===== src/rtl/rxring_pkg.sv =====
package rxring_pkg;
  localparam int unsigned CHAR_W = 8;
  localparam int unsigned TAG_W  = 8;
  localparam int unsigned ENTRY_W = CHAR_W + TAG_W;

  typedef enum logic [1:0] {
    ERR_NONE  = 2'd0,
    ERR_FATAL = 2'd1,
    ERR_FULL  = 2'd2
  } err_code_e;

  function automatic int unsigned ptr_width(input int unsigned depth);
    return (depth > 1) ? $clog2(depth) : 1;
  endfunction
endpackage


===== src/rtl/rxring_ptr.sv =====
module rxring_ptr
  import rxring_pkg::*;
#(
  parameter int unsigned DEPTH = 8,
  localparam int unsigned PW = ptr_width(DEPTH)
) (
  input  logic          clk,
  input  logic          rst_n,
  input  logic          adv,
  output logic [PW-1:0] ptr
);
  localparam logic [PW-1:0] LAST = PW'(DEPTH - 1);

  logic [PW-1:0] ptr_d;

  always_comb begin
    ptr_d = ptr;
    if (adv) ptr_d = (ptr == LAST) ? '0 : ptr + 1'b1;
  end

  always_ff @(posedge clk or negedge rst_n) begin
    if (!rst_n)   ptr <= '0;
    else if (adv) ptr <= ptr_d;
  end

  // wrap from the last slot back to slot 0
  a_r8_wrap: assert property (@(posedge clk) disable iff (!rst_n)
    (adv && ptr == LAST) |=> (ptr == '0));
  a_r8_range: assert property (@(posedge clk) disable iff (!rst_n)
    ptr <= LAST);
endmodule


===== src/rtl/rxring_store.sv =====
module rxring_store
  import rxring_pkg::*;
#(
  parameter int unsigned DEPTH = 8,
  localparam int unsigned PW = ptr_width(DEPTH)
) (
  input  logic               clk,
  input  logic               we,
  input  logic [PW-1:0]      waddr,
  input  logic [ENTRY_W-1:0] wdata,
  input  logic [PW-1:0]      raddr,
  output logic [ENTRY_W-1:0] rdata
);
  logic [ENTRY_W-1:0] mem_q [DEPTH];

  always_ff @(posedge clk) begin
    for (int i = 0; i < int'(DEPTH); i++) begin
      if (we && waddr == PW'(i)) mem_q[i] <= wdata;
    end
  end

  always_comb rdata = mem_q[raddr];
endmodule


===== src/rtl/rxring_err.sv =====
module rxring_err
  import rxring_pkg::*;
#(
  parameter int unsigned STAT_W = 16,
  parameter int unsigned MASK_W = 4,
  parameter logic [STAT_W-1:0] FATAL_MASK = 'h7
) (
  input  logic              clk,
  input  logic              rst_n,
  input  logic              wr_en,
  input  logic [STAT_W-1:0] wr_status,
  input  logic              drop,
  input  logic              clr,
  input  logic [MASK_W-1:0] irq_mask,
  output err_code_e         code,
  output logic              evt,
  output logic [MASK_W-1:0] irq
);
  logic              fatal;
  err_code_e         base, code_d;
  logic [MASK_W-1:0] irq_d;

  always_comb begin
    fatal  = wr_en && |(wr_status & FATAL_MASK);
    base   = clr ? ERR_NONE : code;
    code_d = base;
    if (fatal)                            code_d = ERR_FATAL;
    else if (drop && base == ERR_NONE)    code_d = ERR_FULL;
    irq_d  = wr_en ? irq_mask : '0;
  end

  always_ff @(posedge clk or negedge rst_n) begin
    if (!rst_n) begin
      code <= ERR_NONE;
      evt  <= 1'b0;
      irq  <= '0;
    end else begin
      code <= code_d;
      evt  <= wr_en;
      irq  <= irq_d;
    end
  end

  // code held until an explicit clear
  a_r6_sticky: assert property (@(posedge clk) disable iff (!rst_n)
    (code != ERR_NONE && !clr) |=> (code != ERR_NONE));
  // fatal code wins over overflow
  a_r7_fatal_kept: assert property (@(posedge clk) disable iff (!rst_n)
    (code == ERR_FATAL && !clr) |=> (code == ERR_FATAL));
  // fatal status reaches the code next cycle
  a_r5_fatal_latch: assert property (@(posedge clk) disable iff (!rst_n)
    (wr_en && |(wr_status & FATAL_MASK)) |=> (code == ERR_FATAL));
  // interrupt only together with the event pulse
  a_r9_irq_gated: assert property (@(posedge clk) disable iff (!rst_n)
    (irq != '0) |-> evt);
  a_r9_evt_follows: assert property (@(posedge clk) disable iff (!rst_n)
    wr_en |=> evt);
endmodule


===== src/rtl/rxring_top.sv =====
module rxring_top
  import rxring_pkg::*;
#(
  parameter int unsigned DEPTH  = 8,
  parameter int unsigned STAT_W = 16,
  parameter int unsigned MASK_W = 4,
  parameter logic [STAT_W-1:0] FATAL_MASK = 'h7
) (
  input  logic              clk,
  input  logic              rst_n,
  input  logic              wr_en,
  input  logic [7:0]        wr_data,
  input  logic [STAT_W-1:0] wr_status,
  input  logic              rd_en,
  output logic [15:0]       rd_word,
  output logic              empty,
  output logic              full,
  output logic [1:0]        err_code,
  input  logic              err_clr,
  input  logic [MASK_W-1:0] irq_mask,
  output logic              evt,
  output logic [MASK_W-1:0] irq_out
);
  localparam int unsigned PW = ptr_width(DEPTH);
  localparam logic [PW-1:0] LAST = PW'(DEPTH - 1);
  localparam int unsigned SYNC_STAGES = 2;

  // reset: asserted asynchronously, released on the clock
  logic [SYNC_STAGES-1:0] rst_sync_q;
  logic                   rst_core_n;

  always_ff @(posedge clk or negedge rst_n) begin
    if (!rst_n) rst_sync_q <= '0;
    else        rst_sync_q <= {rst_sync_q[SYNC_STAGES-2:0], 1'b1};
  end
  assign rst_core_n = rst_sync_q[SYNC_STAGES-1];

  logic [PW-1:0] wr_ptr, rd_ptr, wr_inc;
  logic          push, pop, drop;
  logic [ENTRY_W-1:0] head;
  err_code_e     code;

  always_comb begin
    wr_inc = (wr_ptr == LAST) ? '0 : wr_ptr + 1'b1;
    empty  = (rd_ptr == wr_ptr);
    full   = (rd_ptr == wr_inc);
    push   = wr_en && !full;
    drop   = wr_en && full;
    pop    = rd_en && !empty;
  end

  rxring_ptr #(.DEPTH(DEPTH)) u_wr_ptr (
    .clk(clk), .rst_n(rst_core_n), .adv(push), .ptr(wr_ptr));

  rxring_ptr #(.DEPTH(DEPTH)) u_rd_ptr (
    .clk(clk), .rst_n(rst_core_n), .adv(pop), .ptr(rd_ptr));

  rxring_store #(.DEPTH(DEPTH)) u_store (
    .clk(clk), .we(push), .waddr(wr_ptr),
    .wdata({wr_status[TAG_W-1:0], wr_data}),
    .raddr(rd_ptr), .rdata(head));

  rxring_err #(.STAT_W(STAT_W), .MASK_W(MASK_W), .FATAL_MASK(FATAL_MASK)) u_err (
    .clk(clk), .rst_n(rst_core_n), .wr_en(wr_en), .wr_status(wr_status),
    .drop(drop), .clr(err_clr), .irq_mask(irq_mask),
    .code(code), .evt(evt), .irq(irq_out));

  assign rd_word  = head;
  assign err_code = code;

  // one slot always free, flags exclusive
  a_r2_flags_exclusive: assert property (@(posedge clk) disable iff (!rst_core_n)
    !(empty && full));
  // head stable without a pop
  a_r3_head_stable: assert property (@(posedge clk) disable iff (!rst_core_n)
    (!empty && !rd_en) |=> $stable(rd_word));
  // a dropped write keeps the buffer full
  a_r4_drop_keeps_full: assert property (@(posedge clk) disable iff (!rst_core_n)
    (wr_en && full && !rd_en) |=> full);
  // pop on empty is ignored
  a_r10_empty_read: assert property (@(posedge clk) disable iff (!rst_core_n)
    (rd_en && empty && !wr_en) |=> empty);
  // write and pop while full leave room
  a_r11_full_rw: assert property (@(posedge clk) disable iff (!rst_core_n)
    (wr_en && rd_en && full) |=> !full);
endmodule


===== config.mk =====
export PLATFORM = sky130hd
export DESIGN_NAME = rxring_top
export DESIGN_NICKNAME = d
export VERILOG_FILES = /design/src/rtl/rxring_pkg.sv /design/src/rtl/rxring_ptr.sv /design/src/rtl/rxring_store.sv /design/src/rtl/rxring_err.sv /design/src/rtl/rxring_top.sv
export SDC_FILE = /design/constraint.sdc
export NUM_CORES = 1
export LEC_CHECK = 0
export CELL_PAD_IN_SITES_DETAIL_PLACEMENT = 1
export CELL_PAD_IN_SITES_GLOBAL_PLACEMENT = 1
export CORE_ASPECT_RATIO = 0.9
export CORE_MARGIN = 8
export CORE_UTILIZATION = 58
export CTS_CLUSTER_SIZE = 14
export DETAILED_ROUTE_END_ITERATION = 8
export DONT_BUFFER_PORTS = 1
export HOLD_SLACK_MARGIN = 0.1
export PLACE_DENSITY = 0.91
export SLEW_MARGIN = 15
export SYNTH_ARGS = -nofsm -noshare
export SYNTH_HDL_FRONTEND = slang
export SYNTH_SLANG_ARGS = --single-unit

===== constraint.sdc =====
create_clock -name clk -period 5.1 [get_ports clk]
set_input_delay 1.53 -clock clk [delete_from_list [all_inputs] [get_ports clk]]
set_output_delay 1.53 -clock clk [all_outputs]
set_load 0.02 [all_outputs]

==> summary.txt <==
Floorplan
  • Die area: 13,430 um2
  • Initial Util: 59.65%
  • Chip height: 110.8 um
  • Area of the core: 9699 um2
  • DIE WIDTH: 121.3 um
  • Io pins: 58
  • Row cnt: 34

STA
  • Setup TNS: 0 ns
  • Fmax: 245.4 MHz
  • Final Hold Viols: 0
  • Slew headroom: 30.72%
  • Worst-Margin Slew: 1.039 ns
  • Final Setup Violations: 0
  • Clock Skews: 0.008164 ns
  • Pins Over Slew Limit: 0
  • RSZ-0062 raised after global routing: false
  • Period utilization: 79.92%
  • Tmin final: 4.076 ns

Worst setup path
  • Crit-path max FO: 9
  • Data arrival, critical path: 2.55 ns
  • Kind of critical path: reg2out
  • Reg2reg setup slack: 1.77 ns
  • WP data required: 3.57 ns
  • R2R Path End: u_store.mem_q[4][10]
  • Element type at the critical path end: primary output
  • Critical path launch point type: flop
  • Worst reg2reg path depth: 6
  • Worst r2r src: u_wr_ptr.ptr[0]

Clock tree
  • Bufs on Longest Clock Path: 2
  • TritonCTS buffer count: 17
  • Clock Sinks: 143
  • Clk Latency, worst-skew pair: 0.51 ns
  • Reg clk slew, reported paths: 0.06 ns
  • Post-CTS sizing: 0
  • TritonCTS clock tree: done
  • Postcts setup bufs: 0
  • H-Tree Depth: 4
  • Post-CTS Hold Fix Bufs: 0
  • Clk root buf: clkbuf_8

Global routing
  • Initial antenna violation count: 1
  • Largest net degree at the start of global routing: 24
  • Vias in the first global route: 3,309
  • Total GRT Usage: 20.51%
  • Congestion Overflow GR: 0
  • Global-route wire length before repair: 19,900 um

Logic synthesis
  • Mapped Area: 5786 um2
  • Most used DFF post-synth: edfxtp_1
  • Synth top area cells: edfxtp_1, mux4_2, dfrtp_1
  • Synth warnings: 0
  • Yosys top cell area share: 66.44%
  • Seq cells post-synth: 143
  • Post-synth cell types: 42
  • Largest area contributor in the netlist: edfxtp_1
  • Synth async-reset ratio: 10.49%
  • Post-Syn Instances: 313
  • Synth Net Count: 354
  • Syn Area/Cell: 18.48 um2
  • Sequential share of the synthesized area: 72.92%
  • Number of synthesized flops with an enable pin: 128

Routing
  • Via/cell ratio: 6.177
  • Max Used Layer: met4
  • Vias: 2,854
  • 1st-pass router iterations: 4
  • Wire per inst: 28.41 um
  • # DRC: 0
  • Initial DRC count: 205
  • Met1 WL: 4911 um
  • Wire length on met2: 6966 um
  • Met3 wire length: 1074 um
  • Final ANT Viol Nets: 0
  • Total wire length: 13,130 um

Finish
  • Share of cells above drive strength 1: 22.99%
  • Synthesis-to-layout area growth: 11.61%
  • Final Net Count: 363
  • Fillcell total: 792

Run status
  • Status: finished, final reports clean

Min path
  • HP Class: reg2async

Pwr
  • Leakage power: 2.257 nW
  • Max IR drop VDD: 0.3414 mV
  • PwrDens: 656.5 nW/um2
  • Total power: 4.240 mW

Place
  • Detailed Place HPWL: 7671 um
  • RePlAce Congestion: 0.7774
  • # port buffers: 0

Job
  • Max Cap Violations: 0
-- per-stage QoR --
stage	hold slack [ns]	setup slack, ns	std cells	cell area [um2]	util [%]
after floorplan	0.1604	2.001	313	5786	-
after global placement	0.2198	1.617	429	5893	60.76
after detailed placement	0.2327	1.574	429	5893	60.76
after CTS	0.2455	0.9917	461	6455	66.55
after global routing	0.2933	0.8849	462	6457	66.58
final	0.2332	1.024	462	6457	66.58
-- registers in the layout (all words and copies together), names as in the netlist --
name	count
u_err.code	2
u_err.evt	1
u_wr_ptr.ptr	3
u_err.irq	4
u_rd_ptr.ptr	3
rst_sync_q	2
u_store.mem_q	128
-- how the worst max path moves through the flow --
stage | start | end | slack (ns)
finish | u_wr_ptr.ptr[0] | full | 1.02
global route | u_rd_ptr.ptr[0] | rd_word[4] | 0.88
detailed placement | u_rd_ptr.ptr[0] | rd_word[1] | 1.57
global placement | u_rd_ptr.ptr[0] | rd_word[0] | 1.62
CTS | u_rd_ptr.ptr[0] | rd_word[0] | 0.99
floorplan | wr_en | u_store.mem_q[7][0] | 2.00
-- cell usage in the layout, fill, tap and decap left out, types with 2 or more instances in the layout --
cell type   instances
edfxtp_1          128
nand2_1            55
mux4_2             32
clkbuf_16          16
dfrtp_1            14
ha_1                8
inv_1               6
and3_1              6
clkinvlp_4          6
and2_1              5
a21oi_1             5
nor2_1              4
buf_4               4
o21ai_0             3
xnor2_1             3
clkinv_1            2
xnor2_2             2
nand2b_1            2
a31oi_2             2
mux2_2              2
bufinv_16           2
inv_6               2
clkbuf_1            2
-- cell type report --
class	count	area, um2	share of cell area (%)
repair buffers	5	50.05	0.7750
flip-flops and latches	143	4220	65.36
well taps	126	157.7	2.441
clock inverters	13	140.1	2.170
inverters	7	26.28	0.4069
multi-input cells	148	1439	22.28
diodes	1	2.502	0.03875
clock buffers	19	421.7	6.530
-- routing by layer --
metal,vias up,global-route usage (%)
met5,-,0
met4,0,8.217
met3,15,6.365
met2,117,35.05
met1,1497,23.40
li1,1225,-
-- power by group --
group	leakage (nW)	switching [mW]	internal (mW)
Sequential	1.34	0.176	1.49
Combinational	0.662	0.859	0.535
Clock	0.255	0.480	0.696
Total	2.26	1.51	2.72
-- cells in the mapped netlist (all sizes together), types with 2 or more instances --
| cell | number |
|---|---|
| dfrtp | 15 |
| o21ai | 4 |
| and2 | 5 |
| xnor2 | 5 |
| mux4 | 32 |
| a21oi | 5 |
| nor2 | 5 |
| nor2b | 2 |
| clkbuf | 4 |
| a31oi | 2 |
| inv | 6 |
| edfxtp | 128 |
| and3 | 7 |
| nand2 | 55 |
| xor2 | 2 |
| mux2 | 2 |
| ha | 8 |
| nand2b | 2 |
| buf | 11 |
-- cells by family after synthesis --
group | after synthesis | synth area share [%]
AOI/OAI and AO/OA | 18 | 2.206
muxes | 35 | 13.02
other | 1 | 0.06482
buffers and inverters | 22 | 2.314
xor gates and xnor gates | 7 | 1.449
and+or+nand+nor | 79 | 6.293
DFF | 143 | 72.92
adders and majority gates | 8 | 1.730
-- worst max-delay path: stages (launching register included) --
cell     delay [ns]
dfrtp_1        0.62
inv_1          0.16
ha_1           0.40
nor2b_4        0.18
xnor2_2        0.34
and3_2         0.34
No activity file was read; power rests on OpenSTA's default activity.
